$ cat config.mk
export PLATFORM = sky130hd
export DESIGN_NAME = dirpred_table
export DESIGN_NICKNAME = d
export VERILOG_FILES = /design/src/rtl/dirpred_pkg.sv /design/src/rtl/dirpred_lfsr.sv /design/src/rtl/dirpred_ctr_next.sv /design/src/rtl/dirpred_drop_gate.sv /design/src/rtl/dirpred_table.sv
export SDC_FILE = /design/constraint.sdc
export NUM_CORES = 1
export LEC_CHECK = 0
export BUFFER_PORTS_ARGS = -buffer_cell sky130_fd_sc_hd__buf_2
export CAP_MARGIN = 20
export CELL_PAD_IN_SITES_DETAIL_PLACEMENT = 1
export CELL_PAD_IN_SITES_GLOBAL_PLACEMENT = 2
export CORE_MARGIN = 2
export CORE_UTILIZATION = 38
export DETAILED_ROUTE_END_ITERATION = 8
export GPL_ROUTABILITY_DRIVEN = 0
export PLACE_DENSITY_LB_ADDON = 0.1
export SLEW_MARGIN = 15
export SYNTH_ARGS = -nofsm -noshare
export SYNTH_HDL_FRONTEND = slang
export SYNTH_HIERARCHICAL = 1
export SYNTH_SLANG_ARGS = --single-unit
$ cat constraint.sdc
create_clock -name clk -period 3.7 [get_ports clk]
set_input_delay 0 -clock clk [delete_from_list [all_inputs] [get_ports clk]]
set_output_delay 0 -clock clk [all_outputs]
set_load 0.01 [all_outputs]
$ cat src/rtl/dirpred_pkg.sv
`timescale 1ns/1ps
package dirpred_pkg;
  localparam int RND_W = 16;
  localparam logic [1:0] CTR_SNT = 2'b00;
  localparam logic [1:0] CTR_WNT = 2'b01;
  localparam logic [1:0] CTR_WT  = 2'b10;
  localparam logic [1:0] CTR_ST  = 2'b11;
endpackage

$ cat src/rtl/dirpred_lfsr.sv
`timescale 1ns/1ps
module dirpred_lfsr
  import dirpred_pkg::*;
#(
  parameter logic [RND_W-1:0] SEED = 16'hACE1
) (
  input  logic             clk,
  input  logic             rst_n,
  input  logic             adv,
  output logic [RND_W-1:0] state
);
  logic [RND_W-1:0] state_q;
  logic [RND_W-1:0] state_d;
  logic             fb;

  assign fb = state_q[15] ^ state_q[13] ^ state_q[12] ^ state_q[10];

  always_comb begin
    state_d = state_q;
    if (adv) state_d = {state_q[RND_W-2:0], fb};
  end

  always_ff @(posedge clk or negedge rst_n) begin
    if (!rst_n) state_q <= SEED;
    else        state_q <= state_d;
  end

  assign state = state_q;
endmodule

$ cat src/rtl/dirpred_ctr_next.sv
`timescale 1ns/1ps
module dirpred_ctr_next #(
  parameter int EB = 2
) (
  input  logic [EB-1:0] cur,
  input  logic          taken,
  output logic [EB-1:0] nxt
);
  if (EB == 1) begin : g_last
    assign nxt = taken;
  end else begin : g_sat
    always_comb begin
      nxt = cur;
      if (taken && (cur != {EB{1'b1}}))      nxt = cur + 1'b1;
      else if (!taken && (cur != {EB{1'b0}})) nxt = cur - 1'b1;
    end
  end
endmodule

$ cat src/rtl/dirpred_drop_gate.sv
`timescale 1ns/1ps
module dirpred_drop_gate #(
  parameter int THR_W        = 8,
  parameter int THR_AGREE    = 16,
  parameter int THR_DISAGREE = 96
) (
  input  logic             drop_en,
  input  logic             up_valid,
  input  logic             up_mispred,
  input  logic             flips,
  input  logic             up_taken,
  input  logic             up_hint,
  input  logic [THR_W-1:0] rnd,
  output logic             drop
);
  logic [THR_W-1:0] thr;
  logic             eligible;

  assign thr      = (up_taken != up_hint) ? THR_W'(THR_DISAGREE) : THR_W'(THR_AGREE);
  assign eligible = drop_en & up_valid & up_mispred & flips;
  assign drop     = eligible & (rnd < thr);
endmodule

$ cat src/rtl/dirpred_table.sv
`timescale 1ns/1ps
module dirpred_table
  import dirpred_pkg::*;
#(
  parameter int PC_W         = 32,
  parameter int DEPTH        = 64,
  parameter int ENTRY_BITS   = 2,
  parameter int PC_LSB       = 2,
  parameter int THR_W        = 8,
  parameter int THR_AGREE    = 16,
  parameter int THR_DISAGREE = 96,
  parameter logic [15:0] RND_SEED = 16'hACE1
) (
  input  logic            clk,
  input  logic            rst_n,
  input  logic [PC_W-1:0] lk_pc,
  output logic            lk_taken,
  input  logic            up_valid,
  input  logic [PC_W-1:0] up_pc,
  input  logic            up_taken,
  input  logic            up_hint,
  input  logic            up_mispred,
  input  logic            drop_en
);
  localparam int IDX_W = $clog2(DEPTH);
  localparam int EB    = ENTRY_BITS;
  localparam logic [EB-1:0] RST_VAL = (EB == 2) ? EB'(CTR_WNT) : '0;

  logic [IDX_W-1:0]    lk_idx;
  logic [IDX_W-1:0]    up_idx;
  logic [EB*DEPTH-1:0] tbl_flat;
  logic [EB-1:0]       lk_ent;
  logic [EB-1:0]       cur_ent;
  logic [EB-1:0]       nxt_val;
  logic                flips;
  logic                drop;
  logic                we;
  logic [RND_W-1:0]    lfsr_q;
  logic                unused_pc_bits;
  logic                unused_rnd_bits;

  assign lk_idx = lk_pc[PC_LSB +: IDX_W];
  assign up_idx = up_pc[PC_LSB +: IDX_W];
  assign unused_pc_bits  = ^{lk_pc, up_pc};
  assign unused_rnd_bits = ^lfsr_q;

  assign lk_ent   = tbl_flat[lk_idx*EB +: EB];
  assign lk_taken = lk_ent[EB-1];
  assign cur_ent  = tbl_flat[up_idx*EB +: EB];

  dirpred_ctr_next #(.EB(EB)) u_next (
    .cur   (cur_ent),
    .taken (up_taken),
    .nxt   (nxt_val)
  );

  assign flips = nxt_val[EB-1] != cur_ent[EB-1];

  dirpred_lfsr #(.SEED(RND_SEED)) u_rnd (
    .clk   (clk),
    .rst_n (rst_n),
    .adv   (up_valid),
    .state (lfsr_q)
  );

  dirpred_drop_gate #(
    .THR_W        (THR_W),
    .THR_AGREE    (THR_AGREE),
    .THR_DISAGREE (THR_DISAGREE)
  ) u_gate (
    .drop_en    (drop_en),
    .up_valid   (up_valid),
    .up_mispred (up_mispred),
    .flips      (flips),
    .up_taken   (up_taken),
    .up_hint    (up_hint),
    .rnd        (lfsr_q[THR_W-1:0]),
    .drop       (drop)
  );

  assign we = up_valid & ~drop;

  for (genvar i = 0; i < DEPTH; i++) begin : g_ent
    logic          wr_i;
    logic [EB-1:0] ent_q;
    logic [EB-1:0] ent_d;

    assign wr_i = we && (up_idx == IDX_W'(i));

    always_comb begin
      ent_d = ent_q;
      if (wr_i) ent_d = nxt_val;
    end

    always_ff @(posedge clk or negedge rst_n) begin
      if (!rst_n) ent_q <= RST_VAL;
      else        ent_q <= ent_d;
    end

    assign tbl_flat[i*EB +: EB] = ent_q;
  end
endmodule

After elaboration in Yosys (flattened, before gate mapping)
Index checks and enable logic that the tools add are counted.
{"block": "classes", "eq_ne": 66, "n_bitwise": 9, "add_sub_neg": 2, "n_reduce_logical": 69, "n_mux": 3, "magnitude_cmp": 1, "shifts": 2}
{"cell": "variable part select 128 x 8 -> 2 bit", "count": 2}
{"cell": "== test 6 bit, second input constant", "count": 32}
{"cell": "== test 6 x 5 -> 1 bit, second input constant", "count": 16}
{"cell": "logical AND 1 bit", "count": 66}
{"cell": "== test 6 x 4 -> 1 bit, second input constant", "count": 8}
{"cell": "== test 6 x 3 -> 1 bit, second input constant", "count": 4}
{"cell": "== test 6 x 2 -> 1 bit, second input constant", "count": 2}
{"cell": "less-than comparator 8 bit", "count": 1}
{"cell": "2-to-1 mux 7 bit", "count": 1}
{"cell": "== test 6 x 1 -> 1 bit, second input constant", "count": 1}
{"cell": "zero test 6 bit", "count": 1}
{"cell": "bitwise AND 1 bit", "count": 5}
{"cell": "2-to-1 mux 2 bit", "count": 2}
{"cell": "XOR 1 bit", "count": 3}
{"cell": "adder 2 x 1 -> 2 bit, second input constant", "count": 1}
{"cell": "!= test 1 bit", "count": 2}
{"cell": "!= test 2 bit, second input constant", "count": 1}
{"cell": "nonzero test 2 bit", "count": 1}
{"cell": "subtractor 2 x 1 -> 2 bit, second input constant", "count": 1}
{"cell": "zero test 1 bit", "count": 1}
{"cell": "inverter 1 bit", "count": 1}
{"block": "word_totals", "wordCells": 217, "ff_bits": 144, "output_inout_bits": 1}

Longest topological paths before layout
{"block": "depth", "depth_word": 11, "mapped_depth": 20, "mapped_depth_nobuf": 15}

Modules after synthesis
Netlist, hierarchy kept.
{"mod": "dirpred_table", "cells_each": 495, "instances": 1, "seq_area_each_um2": 3283.1, "area_per_inst_um2": 6919.1}
{"mod": "dirpred_lfsr", "cells_each": 38, "instances": 1, "seq_area_each_um2": 410.4, "area_per_inst_um2": 675.6}
{"mod": "dirpred_drop_gate", "cells_each": 10, "instances": 1, "seq_area_each_um2": 0.0, "area_per_inst_um2": 81.3}
{"mod": "dirpred_ctr_next", "cells_each": 7, "instances": 1, "seq_area_each_um2": 0.0, "area_per_inst_um2": 60.1}

Least setup slack after synthesis
OpenSTA, ideal clock, no wires.
{"block": "synth_timing", "kind": "reg2reg", "startpoint": "reg g_ent[5].ent_q[0]", "endpoint": "reg g_ent[15].ent_q[1]", "stages_incl_launch_ff": 18, "t_arrival_ns": 3.858, "path_buffers": 2, "setup_time_ns": 0.125, "setup_slack_ns": -0.282, "cell_sequence": "dfstp_2 -> mux4_1 -> mux4_2 -> and2b_1 -> a211oi_2 -> a21oi_1 -> inv_1 -> ha_1 -> a21o_2 -> clkbuf_1 -> clkbuf_1 -> xor2_1 -> nand2_1 -> nor3_2 -> nand2b_1 -> or3_1 -> nor2_1 -> mux2_2"}
{"block": "synth_via", "elab_chain_cells": 11, "word_cells_on_any_way": 15}
{"item": "from (decl)", "line_no": "dirpred_table.sv:85", "text": "logic [EB-1:0] ent_q;"}
{"item": "from (signal assigned)", "line_no": "dirpred_table.sv:97", "text": "else ent_q <= ent_d;"}
{"item": "variable part select 128 x 8 -> 2 bit (*)", "line_no": "dirpred_table.sv:49", "text": "assign cur_ent = tbl_flat[up_idx*EB +: EB];"}
{"item": "named net cur_ent[0]", "line_no": "dirpred_table.sv:33", "text": "logic [EB-1:0] cur_ent;"}
{"item": "branches (longest 3 deep; another with subtractor 2 x 1 -> 2 bit)"}
{"item": "2-to-1 mux 2 bit (*)", "line_no": "dirpred_ctr_next.sv:14", "text": "if (taken && (cur != {EB{1'b1}})) nxt = cur + 1'b1;"}
{"item": "named net nxt_val[1]", "line_no": "dirpred_table.sv:34", "text": "logic [EB-1:0] nxt_val;"}
{"item": "!= test 1 bit (*)", "line_no": "dirpred_table.sv:57", "text": "assign flips = nxt_val[EB-1] != cur_ent[EB-1];"}
{"item": "named net flips", "line_no": "dirpred_table.sv:35", "text": "logic flips;"}
{"item": "bitwise AND 1 bit (*)", "line_no": "dirpred_drop_gate.sv:20", "text": "assign eligible = drop_en & up_valid & up_mispred & flips;"}
{"item": "bitwise AND 1 bit (*)", "line_no": "dirpred_drop_gate.sv:21", "text": "assign drop = eligible & (rnd < thr);"}
{"item": "named net drop", "line_no": "dirpred_table.sv:36", "text": "logic drop;"}
{"item": "inverter 1 bit (*)", "line_no": "dirpred_table.sv:81", "text": "assign we = up_valid & ~drop;"}
{"item": "bitwise AND 1 bit (*)", "line_no": "dirpred_table.sv:81"}
{"item": "logical AND 1 bit (*)", "line_no": "dirpred_table.sv:88", "text": "assign wr_i = we && (up_idx == IDX_W'(i));"}
{"item": "to (signal assigned)", "line_no": "dirpred_table.sv:97"}
{"item": "to (decl)", "line_no": "dirpred_table.sv:85"}
Mark *: on every way through the listed nets, which the timed path passes.
A chain may end at the register's enable or synchronous reset.

Worst setup path after layout
{"block": "layout_timing", "startpoint": "reg g_ent[15].ent_q[0]", "endpoint": "reg g_ent[15].ent_q[1]"}
{"block": "layout_via", "elab_chain_cells": 11, "word_cells_on_any_way": 15}
{"item": "variable part select 128 x 8 -> 2 bit (*)", "line_no": "dirpred_table.sv:49"}
{"item": "named net cur_ent[0]", "line_no": "dirpred_table.sv:33"}
{"item": "branches (longest 3 deep; another with subtractor 2 x 1 -> 2 bit)"}
{"item": "2-to-1 mux 2 bit (*)", "line_no": "dirpred_ctr_next.sv:14"}
{"item": "named net nxt_val[1]", "line_no": "dirpred_table.sv:34"}
{"item": "!= test 1 bit (*)", "line_no": "dirpred_table.sv:57"}
{"item": "named net flips", "line_no": "dirpred_table.sv:35"}
{"item": "bitwise AND 1 bit (*)", "line_no": "dirpred_drop_gate.sv:20"}
{"item": "bitwise AND 1 bit (*)", "line_no": "dirpred_drop_gate.sv:21"}
{"item": "named net drop", "line_no": "dirpred_table.sv:36"}
{"item": "inverter 1 bit (*)", "line_no": "dirpred_table.sv:81"}
{"item": "bitwise AND 1 bit (*)", "line_no": "dirpred_table.sv:81"}
{"item": "logical AND 1 bit (*)", "line_no": "dirpred_table.sv:88"}
Marks and branches as above.

==> flow_metrics.tcl <==
set metrics [dict create \
    instances_no_fill 891 \
    hp-start "up_valid" \
    p_leak_nw 4.27 \
    crit_chain "mux4_2, mux4_2, and2b_1, a211oi_2, a21oi_2, inv_2, ha_4, a21o_4, xor2_2, nand2_1, nor3_2, nand2b_4, or3_4, nor2_4, mux2_4" \
    synth-seq-cells 144 \
    violations "setup timing" \
    slew_viol_final 0 \
    timing.final.ws_setup_ps -138 \
    setup_tns_ps -3970 \
    root_buffer "clkbuf_16" \
    fp.dieArea_mm2 0.0215 \
    wl_per_cell_um 25.9 \
    synth_edf_count 0 \
    placed_cells 843 \
    syn_inst 550 \
    crit_path_end_kind "flip-flop" \
    synth-main-ff-cell "dfstp_2" \
    num_vias 5013 \
    die_y_um 147 \
    crit_buf_inv 1 \
    synth_nets 625 \
    htreeDepth 4 \
    drv_cap 0 \
    yosys.area.top_type "dfstp_2" \
    rows 52 \
    switching_power_mw 1.57 \
    rsz0062_at_grt "yes" \
    vias_per_cell 5.63 \
    crit_top_cell "mux4_2" \
    drt_iter0_drc 300 \
    regToRegEndpoint "g_ent[15].ent_q[1]" \
    slew_headroom_pct 10.7 \
    ys.warnings.count 6 \
    drc 0 \
    antenna_cells 0 \
    skew_ps 11.3 \
    status "finished with violations" \
    drt-pass1-iter-count 4 \
    whs_path_depth 3 \
    wirelength_um 23000 \
    ys_seq_area_share_pct 47.7 \
    synth.avg_cell_area_um2 14.1 \
    drive_above_1_share_pct 70.9 \
    final_nets 683 \
    cp_slowest_stage_delay_ps 500 \
    cts_tree "built" \
    cts_buffer_depth 2 \
    p_per_area_mw_per_mm2 556 \
    clk_latency_ps 420 \
    setup_violations 75 \
    worst_pin_slew_ps 1330 \
    n_fill_cell 1951 \
    fin_crit_ps 3840 \
    cts_buffers 17 \
    power.internal_mw 3.84 \
    io-pin-count 72 \
    seqPwrFrac_pct 42.9 \
    cts_sinks 144 \
    path_delay_family "multiplexers" \
    crit_arrival_ps 4140 \
    grt_util_all_layers_pct 21.5 \
    grt_max_degree 101 \
    async_flop_share_pct 100 \
    portBuffers 19 \
    grt_overflow_total 0 \
    cp_max_fo 5 \
    drtAntennaViolNets 0 \
    rr_startpoint "g_ent[15].ent_q[0]" \
    fmax_mhz 261 \
    peakVddDrop_uv 296 \
    finalCritPeriodShare_pct 104 \
    synth_common_cells "135 x mux2_2, 72 x dfrtp_1, 72 x dfstp_2" \
    combPwrFrac_pct 26.1 \
    critical-path-slowest-cell "or3_4" \
    ys_top_cells_by_area "dfstp_2 24%, dfrtp_1 23%, mux2_2 20%, mux4_2 10%, mux4_1 5.1%" \
    chipWidth_um 147 \
    core-area_mm2 0.0201 \
    antenna_found_initial 0 \
    min_path_type "in2reg" \
    cp.required_ps 4000 \
    path_clk_slew_ps 70 \
    hold_viol 0 \
    start_kind "flip-flop" \
    dp_hpwl_um 15400 \
    grt_first_pass_wirelength_um 34400 \
    swShare_pct 29.0 \
    syn_area_mm2 0.00774 \
    critPathKind "reg2reg" \
    holdPathEnd "u_rnd/state[0]" \
    initial_core_util_pct 38.5 \
    grt_pass1_vias 5515 \
    area_delta_synth_final_pct 25.6 \
    rrSetupSlack_ps -140 \
    yosysMostFrequentCell "mux2_2" \
    clockPowerShare_pct 31.0 \
    synth.distinct_cells 45 \
    synth_top_area_share_pct 24.5 \
    ff2ff_path_depth 15 \
]
cell families (layout without fill, tap and decap cells):
family	after synthesis	count (layout)	share of synthesized area (%)
xor+xnor	6	6	0.776
compound gates	16	16	1.46
simple gates	126	127	7.42
buf+inv	44	114	3.27
fa+ha+maj	4	4	0.647
mux	210	210	38.7
flops	144	144	47.7
layout make-up:
cell class              count  area, um^2  share of cell area, %
clock buffers              21         460                   4.74
clock inverters            11         109                   1.12
inverters                   4        15.0                  0.155
multi-input cells         363        4420                   45.5
flip-flops and latches    144        3690                   38.0
well taps                 270         338                   3.48
repair buffers             78         679                   6.99
flip-flops by register name, indices dropped and copies added (netlist names):
name,flops
g_ent.ent_q,128
u_rnd/state,16
stage by stage:
stage	power [mW]	cell area [um^2]	utilization, %	hold slack [ps]	worst slack, ps
2_1_floorplan	3.07	7870	-	-296	-125
3_3_place_gp	3.44	8430	41.9	180	-465
3_5_place_dp	3.49	8430	41.9	192	-515
4_1_cts	5.28	9260	46.1	60.3	-129
5_1_grt	5.66	9710	48.3	98.2	-257
6_report	5.40	9710	48.3	84.3	-138
power by group through the flow:
stage / sequential, mW / clock (mW) / combinational (mW)
after CTS: 2.32 / 1.72 / 1.25
final: 2.32 / 1.67 / 1.41
after global routing: 2.37 / 1.78 / 1.51
after detailed placement: 2.34 / 0 / 1.15
after global placement: 2.32 / 0 / 1.13
after floorplan: 2.22 / 0 / 0.851
repair_timing:
action,CTS,global route
setup buffers,12,4
gates cloned,0,5
setup endpoints to repair,103,128
gates resized for setup,51,98
pin swaps,4,28
hold buffers,1,0
hold endpoints to repair,52,0
worst register-to-register path, cell delays in order, from the launching register on:
cell and delay (ps):
dfstp_2 390, mux4_2 480, mux4_2 480, and2b_1 190, a211oi_2 210, a21oi_2 70
inv_2 100, ha_4 210, a21o_4 210, xor2_2 130, nand2_1 70, nor3_2 50
nand2b_4 160, or3_4 500, nor2_4 170, mux2_4 320
metal layers:
metal  wire, um  track usage [%]  up-vias  part of all wire (%)
met3        500             3.53       27                   2.2
li1           -                -     2159                     -
met4        378             5.78        0                   1.6
met5          0                0        -                     0
met1      10600             29.4     2743                    46
met2      11600             35.8       84                    50
placed cells by master, fill, tap and decap left out, types with 17 or more instances in the layout:
cell type	instances
nand2_2	17
mux2_2	81
mux2_4	62
buf_2	18
nand2_1	20
mux4_2	40
nor2_4	19
buf_4	45
dfstp_2	72
dfrtp_1	72
clkbuf_16	19
how the worst max path moves through the flow:
stage                                  start            endpoint  cells after the start
after floorplan            g_ent[7].ent_q[0]  g_ent[15].ent_q[1]                     17
after global placement              up_pc[2]  g_ent[48].ent_q[1]                     17
after detailed placement            up_pc[2]  g_ent[48].ent_q[1]                     17
after CTS                  g_ent[7].ent_q[0]  g_ent[11].ent_q[1]                     15
after global routing      g_ent[15].ent_q[0]  g_ent[11].ent_q[1]                     15
final                     g_ent[15].ent_q[0]  g_ent[15].ent_q[1]                     15
Note: power is estimated with default switching activity, not from simulation.
